### src/rtl/dma_xlate_pkg.sv
package dma_xlate_pkg;

   typedef enum logic [1:0] {
      XW_IDLE = 2'd0,
      XW_REQ  = 2'd1,
      XW_WAIT = 2'd2,
      XW_DONE = 2'd3
   } xw_state_e;

   localparam logic XW_SEL_BASE  = 1'b0;
   localparam logic XW_SEL_LIMIT = 1'b1;

endpackage

### src/rtl/xw_cfg_regs.sv
module xw_cfg_regs #(
   parameter int ADDR_W   = 32,
   parameter bit MASK_TOP = 1'b1
) (
   input  logic              clk,
   input  logic              rst_n,
   input  logic              we,
   input  logic              sel,
   input  logic [ADDR_W-1:0] wdata,
   output logic [ADDR_W-1:0] base_eff,
   output logic [ADDR_W-1:0] limit
);
   import dma_xlate_pkg::*;

   logic [ADDR_W-1:0] base_q;
   logic [ADDR_W-1:0] limit_q;
   logic [ADDR_W-1:0] base_mask;

   always_ff @(posedge clk) begin
      if (!rst_n) begin
         base_q  <= '0;
         limit_q <= '0;
      end else if (we) begin
         if (sel == XW_SEL_BASE) base_q  <= wdata;
         else                    limit_q <= wdata;
      end
   end

   generate
      if (MASK_TOP) begin : g_mask
         assign base_mask = {1'b0, {(ADDR_W-1){1'b1}}};
      end else begin : g_nomask
         assign base_mask = {ADDR_W{1'b1}};
      end
   endgenerate

   assign base_eff = base_q & base_mask;
   assign limit    = limit_q;

   // registers clear on reset
   assert_cfg_reset_R1: assert property (@(posedge clk)
      !rst_n |=> (limit == '0 && base_eff == '0));

endmodule

### src/rtl/xw_range_check.sv
module xw_range_check #(
   parameter int ADDR_W      = 32,
   parameter int PAGE_SHIFT  = 12,
   parameter int ENTRY_SHIFT = 3
) (
   input  logic [ADDR_W-PAGE_SHIFT-1:0] page,
   input  logic [ADDR_W-1:0]            base_eff,
   input  logic [ADDR_W-1:0]            limit,
   output logic                         hit,
   output logic [ADDR_W-1:0]            ent_addr
);
   localparam int IDX_W = ADDR_W - PAGE_SHIFT;

   logic [ADDR_W-1:0] idx_ext;
   logic [ADDR_W-1:0] lim_entries;

   always_comb begin
      idx_ext     = {{PAGE_SHIFT{1'b0}}, page};
      lim_entries = limit >> ENTRY_SHIFT;
      hit         = (idx_ext < lim_entries);
      ent_addr    = base_eff + (idx_ext << ENTRY_SHIFT);
   end

   generate
      if (IDX_W < 1) begin : g_bad_idx
         $error("xw_range_check: page index width must be positive");
      end
   endgenerate

endmodule

### src/rtl/xw_walk_fsm.sv
module xw_walk_fsm #(
   parameter int ADDR_W     = 32,
   parameter int PAGE_SHIFT = 12
) (
   input  logic                         clk,
   input  logic                         rst_n,
   input  logic                         req_valid,
   output logic                         req_ready,
   input  logic [PAGE_SHIFT-1:0]        req_off,
   input  logic                         hit,
   input  logic [ADDR_W-1:0]            ent_addr,
   output logic                         mem_rd_valid,
   input  logic                         mem_rd_ready,
   output logic [ADDR_W-1:0]            mem_rd_addr,
   input  logic                         mem_rsp_valid,
   input  logic                         mem_rsp_err,
   input  logic [ADDR_W-PAGE_SHIFT-1:0] frame_page,
   output logic                         res_valid,
   output logic                         res_fault,
   output logic [ADDR_W-1:0]            res_addr
);
   import dma_xlate_pkg::*;

   xw_state_e             state_q;
   logic [PAGE_SHIFT-1:0] off_q;
   logic [ADDR_W-1:0]     ent_q;
   logic                  fault_q;
   logic [ADDR_W-1:0]     pa_q;

   always_ff @(posedge clk) begin
      if (!rst_n) begin
         state_q <= XW_IDLE;
         off_q   <= '0;
         ent_q   <= '0;
         fault_q <= 1'b0;
         pa_q    <= '0;
      end else begin
         unique case (state_q)
            XW_IDLE: if (req_valid) begin
               off_q <= req_off;
               ent_q <= ent_addr;
               if (hit) begin
                  state_q <= XW_REQ;
               end else begin
                  fault_q <= 1'b1;
                  pa_q    <= '0;
                  state_q <= XW_DONE;
               end
            end
            XW_REQ: if (mem_rd_ready) state_q <= XW_WAIT;
            XW_WAIT: if (mem_rsp_valid) begin
               fault_q <= mem_rsp_err;
               pa_q    <= mem_rsp_err ? '0 : {frame_page, off_q};
               state_q <= XW_DONE;
            end
            XW_DONE: state_q <= XW_IDLE;
            default: state_q <= XW_IDLE;
         endcase
      end
   end

   assign req_ready    = (state_q == XW_IDLE);
   assign mem_rd_valid = (state_q == XW_REQ);
   assign mem_rd_addr  = ent_q;
   assign res_valid    = (state_q == XW_DONE);
   assign res_fault    = fault_q;
   assign res_addr     = pa_q;

   assert_rd_hold_R7: assert property (@(posedge clk) disable iff (!rst_n)
      (mem_rd_valid && !mem_rd_ready) |=> (mem_rd_valid && $stable(mem_rd_addr)));

   assert_one_at_a_time_R6: assert property (@(posedge clk) disable iff (!rst_n)
      (req_valid && req_ready) |=> !req_ready);

   assert_res_pulse_R6: assert property (@(posedge clk) disable iff (!rst_n)
      res_valid |=> !res_valid);

   assert_miss_no_read_R2: assert property (@(posedge clk) disable iff (!rst_n)
      (req_valid && req_ready && !hit) |=> (res_valid && res_fault && !mem_rd_valid));

   assert_err_faults_R5: assert property (@(posedge clk) disable iff (!rst_n)
      (state_q == XW_WAIT && mem_rsp_valid && mem_rsp_err) |=> (res_valid && res_fault));

   assert_fault_zero_R5: assert property (@(posedge clk) disable iff (!rst_n)
      (res_valid && res_fault) |-> (res_addr == '0));

endmodule

### src/rtl/dma_xlate_walker.sv
module dma_xlate_walker #(
   parameter int ADDR_W      = 32,
   parameter int PAGE_SHIFT  = 12,
   parameter int ENTRY_SHIFT = 3,
   parameter bit MASK_TOP    = 1'b1
) (
   input  logic                clk,
   input  logic                rst_n,
   input  logic                cfg_we,
   input  logic                cfg_sel,
   input  logic [ADDR_W-1:0]   cfg_wdata,
   input  logic                inval_strobe,
   input  logic                req_valid,
   output logic                req_ready,
   input  logic [ADDR_W-1:0]   req_addr,
   output logic                mem_rd_valid,
   input  logic                mem_rd_ready,
   output logic [ADDR_W-1:0]   mem_rd_addr,
   input  logic                mem_rsp_valid,
   input  logic                mem_rsp_err,
   input  logic [2*ADDR_W-1:0] mem_rsp_data,
   output logic                res_valid,
   output logic                res_fault,
   output logic [ADDR_W-1:0]   res_addr
);
   localparam int IDX_W = ADDR_W - PAGE_SHIFT;

   generate
      if (PAGE_SHIFT < 1 || PAGE_SHIFT >= ADDR_W) begin : g_chk_page
         $error("dma_xlate_walker: PAGE_SHIFT out of range");
      end
      if (ENTRY_SHIFT < 1 || ENTRY_SHIFT >= PAGE_SHIFT) begin : g_chk_entry
         $error("dma_xlate_walker: ENTRY_SHIFT out of range");
      end
      if ((1 << ENTRY_SHIFT) != (2 * ADDR_W) / 8) begin : g_chk_size
         $error("dma_xlate_walker: entry size must hold frame and owner words");
      end
   endgenerate

   logic [ADDR_W-1:0] base_eff;
   logic [ADDR_W-1:0] limit;
   logic              hit;
   logic [ADDR_W-1:0] ent_addr;
   logic              unused_owner_and_inval;

   assign unused_owner_and_inval = ^{mem_rsp_data[2*ADDR_W-1:ADDR_W],
                                     mem_rsp_data[PAGE_SHIFT-1:0], inval_strobe};

   xw_cfg_regs #(.ADDR_W(ADDR_W), .MASK_TOP(MASK_TOP)) u_cfg (
      .clk      (clk),
      .rst_n    (rst_n),
      .we       (cfg_we),
      .sel      (cfg_sel),
      .wdata    (cfg_wdata),
      .base_eff (base_eff),
      .limit    (limit)
   );

   xw_range_check #(.ADDR_W(ADDR_W), .PAGE_SHIFT(PAGE_SHIFT),
                    .ENTRY_SHIFT(ENTRY_SHIFT)) u_range (
      .page     (req_addr[ADDR_W-1:PAGE_SHIFT]),
      .base_eff (base_eff),
      .limit    (limit),
      .hit      (hit),
      .ent_addr (ent_addr)
   );

   xw_walk_fsm #(.ADDR_W(ADDR_W), .PAGE_SHIFT(PAGE_SHIFT)) u_fsm (
      .clk           (clk),
      .rst_n         (rst_n),
      .req_valid     (req_valid),
      .req_ready     (req_ready),
      .req_off       (req_addr[PAGE_SHIFT-1:0]),
      .hit           (hit),
      .ent_addr      (ent_addr),
      .mem_rd_valid  (mem_rd_valid),
      .mem_rd_ready  (mem_rd_ready),
      .mem_rd_addr   (mem_rd_addr),
      .mem_rsp_valid (mem_rsp_valid),
      .mem_rsp_err   (mem_rsp_err),
      .frame_page    (mem_rsp_data[ADDR_W-1:PAGE_SHIFT]),
      .res_valid     (res_valid),
      .res_fault     (res_fault),
      .res_addr      (res_addr)
   );

   // idle and quiet straight after reset
   assert_reset_idle_R1: assert property (@(posedge clk)
      !rst_n |=> (req_ready && !res_valid && !mem_rd_valid));

   logic [IDX_W-1:0] unused_idx_w_probe;
   assign unused_idx_w_probe = req_addr[ADDR_W-1:PAGE_SHIFT];

endmodule

### config.mk
export PLATFORM = sky130hd
export DESIGN_NAME = dma_xlate_walker
export DESIGN_NICKNAME = d
export VERILOG_FILES = /design/src/rtl/dma_xlate_pkg.sv /design/src/rtl/xw_cfg_regs.sv /design/src/rtl/xw_range_check.sv /design/src/rtl/xw_walk_fsm.sv /design/src/rtl/dma_xlate_walker.sv
export SDC_FILE = /design/constraint.sdc
export NUM_CORES = 1
export LEC_CHECK = 0
export BUFFER_PORTS_ARGS = -buffer_cell sky130_fd_sc_hd__buf_2
export CAP_MARGIN = 20
export CORE_ASPECT_RATIO = 0.8
export CORE_MARGIN = 8
export CORE_UTILIZATION = 37
export CTS_CLUSTER_SIZE = 24
export DETAILED_ROUTE_END_ITERATION = 10
export GPL_ROUTABILITY_DRIVEN = 0
export PLACE_DENSITY = 0.6
export SLEW_MARGIN = 20
export SYNTH_ARGS = -nofsm -noshare
export SYNTH_HDL_FRONTEND = slang
export SYNTH_SLANG_ARGS = --single-unit
### constraint.sdc
create_clock -name clk -period 3 [get_ports clk]
set_clock_uncertainty 0.2 [all_clocks]
set_input_delay 0.3 -clock clk [delete_from_list [all_inputs] [get_ports clk]]
set_output_delay 0.3 -clock clk [all_outputs]
set_load 0.05 [all_outputs]
==> results.toml <==
[timing]
max_freq_mhz = 356
min_period_ps = 2810
fin_crit_sh_pct = 93.7
hold_viol_final = 0
tightest_slew_ps = 570
rsz0062_at_grt = "false"
setup_violations = 0
maxSlewViolCount = 0
slew_headroom_pct = 62.0
setup_tns_ps = 0
whs_ps = 105

[clocking]
clkTransAtPathRegs_ps = 60
clockBufferDepth = 2
cts_root_buf = "clkbuf_16"
clk_latency_ps = 420
post_cts_buffers = 0
cts_resized = 0
cts_tree = "yes"
cts_max_level = 4
cts.hold.buffers_added = 65
cts.sinks = 139
cts_buffers = 17

[routing]
drc = 0
postRouteWirelength_um = 19300
firstDrtPassIters = 5
via_per_inst = 4.80
vias = 6203
drt_iter0_markers = 280
antenna_left = 0
wl_per_cell_um = 14.9

[synthesis]
ys_top_cells_by_area = "dfxtp_1 41%, nand2_1 14%, a21boi_0 8.7%"
synth_nets = 1005
synth-warning-count = 0
synth_edf_count = 0
ys.flop_type = "dfxtp_1"
ys_seq_elements = 139
yosysSeqAreaShare_pct = 40.6
ys_types = 60
synthArstFlopShare_pct = 0
postSynthCellCount = 824
post-synth-top-area-fraction_pct = 40.6
avgSynthCellArea_um2 = 8.32
yosysTopAreaCell = "dfxtp_1"
netlist_area_um2 = 6850

[outcome]
outcome = "complete, no violations"

[die]
dieArea_um2 = 23200
io_pins = 205
start_util_pct = 37.7
die_w_um = 168
core_area_um2 = 18200
die_y_um = 138
fp-row-count = 44

[worst_setup_path]
reg2reg_from = "u_cfg.base_q[3]"
cp-startpoint = "u_cfg.base_q[3]"
cp.buffers_inverters = 1
path_delay_family = "compound AO/OA/AOI/OAI gates"
crit_required_ps = 3100
path_max_fanout = 3
crit_path_start_kind = "flop"
critical_path_class = "flop to flop"
crit_chain = "ha_1, fa_1, a21o_1, a221oi_2, o21a_4, o31ai_4, buf_4, a31oi_1, nor3_1, a221o_1"
cp.depth = 10
end_kind = "flop"
cp_slowest_cell = "fa_1"
reg2regPathDepth = 10
slowest_delay_ps = 400
critPathArrivalTime_ps = 2910

[cells_and_area]
fin_area_um2 = 9260
final_util_pct = 51.0
nets = 1230
drive_gt1_share_pct = 21.5
area_growth_syn_to_layout_pct = 35.2
num_antenna_cells = 0

[hold_path]
hold_depth = 4
hold_path.class = "primary input to flop"
min_from = "req_valid"

[global_routing]
grt_pass1_wl_um = 31800
grt_overflow_total = 0
grt_antenna_before_repair = 0
grt_max_degree = 57
grt_usage_pct = 17.0
first_global_vias = 6230

[placement]
io_buffer_count = 159
hpwl_um = 13900
postPlaceCellArea_um2 = 7990

[pwr]
peakVddDrop_uv = 561
p_per_area_nw_per_um2 = 674
power_mw = 6.24
total_leakage_power_nw = 4.07

[flow_run]
cap_violations = 0
power breakdown:
part	total, mW	leakage [nW]	switching, mW	internal, mW
Sequential	2.13	1.13	0.106	2.02
Combinational	1.88	2.64	1.20	0.679
Clock	2.24	0.295	0.846	1.39
Total	6.24	4.07	2.15	4.09
flip-flops by register name, summed over array words and instances (netlist names):
| name | count |
|---|---|
| u_fsm.res_fault | 1 |
| u_fsm.state_q | 2 |
| u_fsm.res_addr | 32 |
| u_cfg.limit | 29 |
| u_fsm.mem_rd_addr | 32 |
| u_fsm.off_q | 12 |
| u_cfg.base_q | 31 |
layout make-up:
type | instances | area, um2
clock buffer | 17 | 425
sequential | 139 | 2780
fill | 1754 | 8900
inverter | 26 | 97.6
tap | 230 | 288
clock inverter | 14 | 196
timing repair buffer | 250 | 1660
multi-input combinational | 615 | 3820
layout by cell type (no fill, tap or decap), drive strengths merged, types with 7 or more instances in the layout:
cell and count:
a21boi 79, a21o 9, a21oi 23, a31oi 9, and2 14, buf 185, clkbuf 17, dfxtp 139
dlygate4sd3 65, ha 43, inv 27, mux2i 35, nand2 258, nand3 12, nor2 12, o21ai 36
xnor2 7, xor2 7
tightest hold or removal path, cell delays in order:
cell     delay [ps]
buf_2           130
inv_1            50
a21oi_1          80
a21oi_1         120
stage by stage:
step | std cells | worst slack (ps)
finish | 1291 | 188
global route | 1291 | 67.2
CTS | 1291 | 209
detailed placement | 1195 | 79.3
global placement | 1195 | 99.9
floorplan | 824 | 367
per-layer routing:
metal / part of all wire [%] / track usage, % / up-vias
li1: - / - / 3249
met1: 50 / 22.7 / 2840
met2: 45 / 27.0 / 108
met3: 4.1 / 4.47 / 6
met4: 0.68 / 4.30 / 0
met5: 0 / 0 / -
cell families after synthesis:
group / after synthesis / synth area share, %
xor gates and xnor gates: 14 / 1.79
buffers and inverters: 70 / 3.91
AOI/OAI and AO/OA: 183 / 19.2
DFF: 139 / 40.6
muxes: 37 / 5.44
and+or+nand+nor: 337 / 20.9
adders and majority gates: 44 / 8.14
synthesized netlist by cell type, types with 3 or more instances:
library cell and count:
buf_2 4, o21ai_0 34, a31oi_1 8, nand3_1 12, clkbuf_1 37, a21boi_0 79
inv_1 26, a21oi_1 22, mux2i_1 35, buf_1 3, xnor2_1 7, o21a_1 3
nor2_1 12, nor2b_1 3, ha_1 43, or3_1 5, nand2b_1 5, dfxtp_1 139
nand2_1 258, a21o_1 9, and3_1 5, nand4_1 5, xor2_1 7, nor3b_1 3
nor3_1 4, and2_1 12
worst paths after layout:
kind                                               to  slack [ps]
worst min-delay path                 u_fsm.state_q[1]         110
worst max register to register  u_fsm.mem_rd_addr[21]         190
worst max-delay path            u_fsm.mem_rd_addr[21]         190
worst min register to register      u_fsm.res_addr[9]         250
Note: power is estimated with default switching activity, not from simulation.
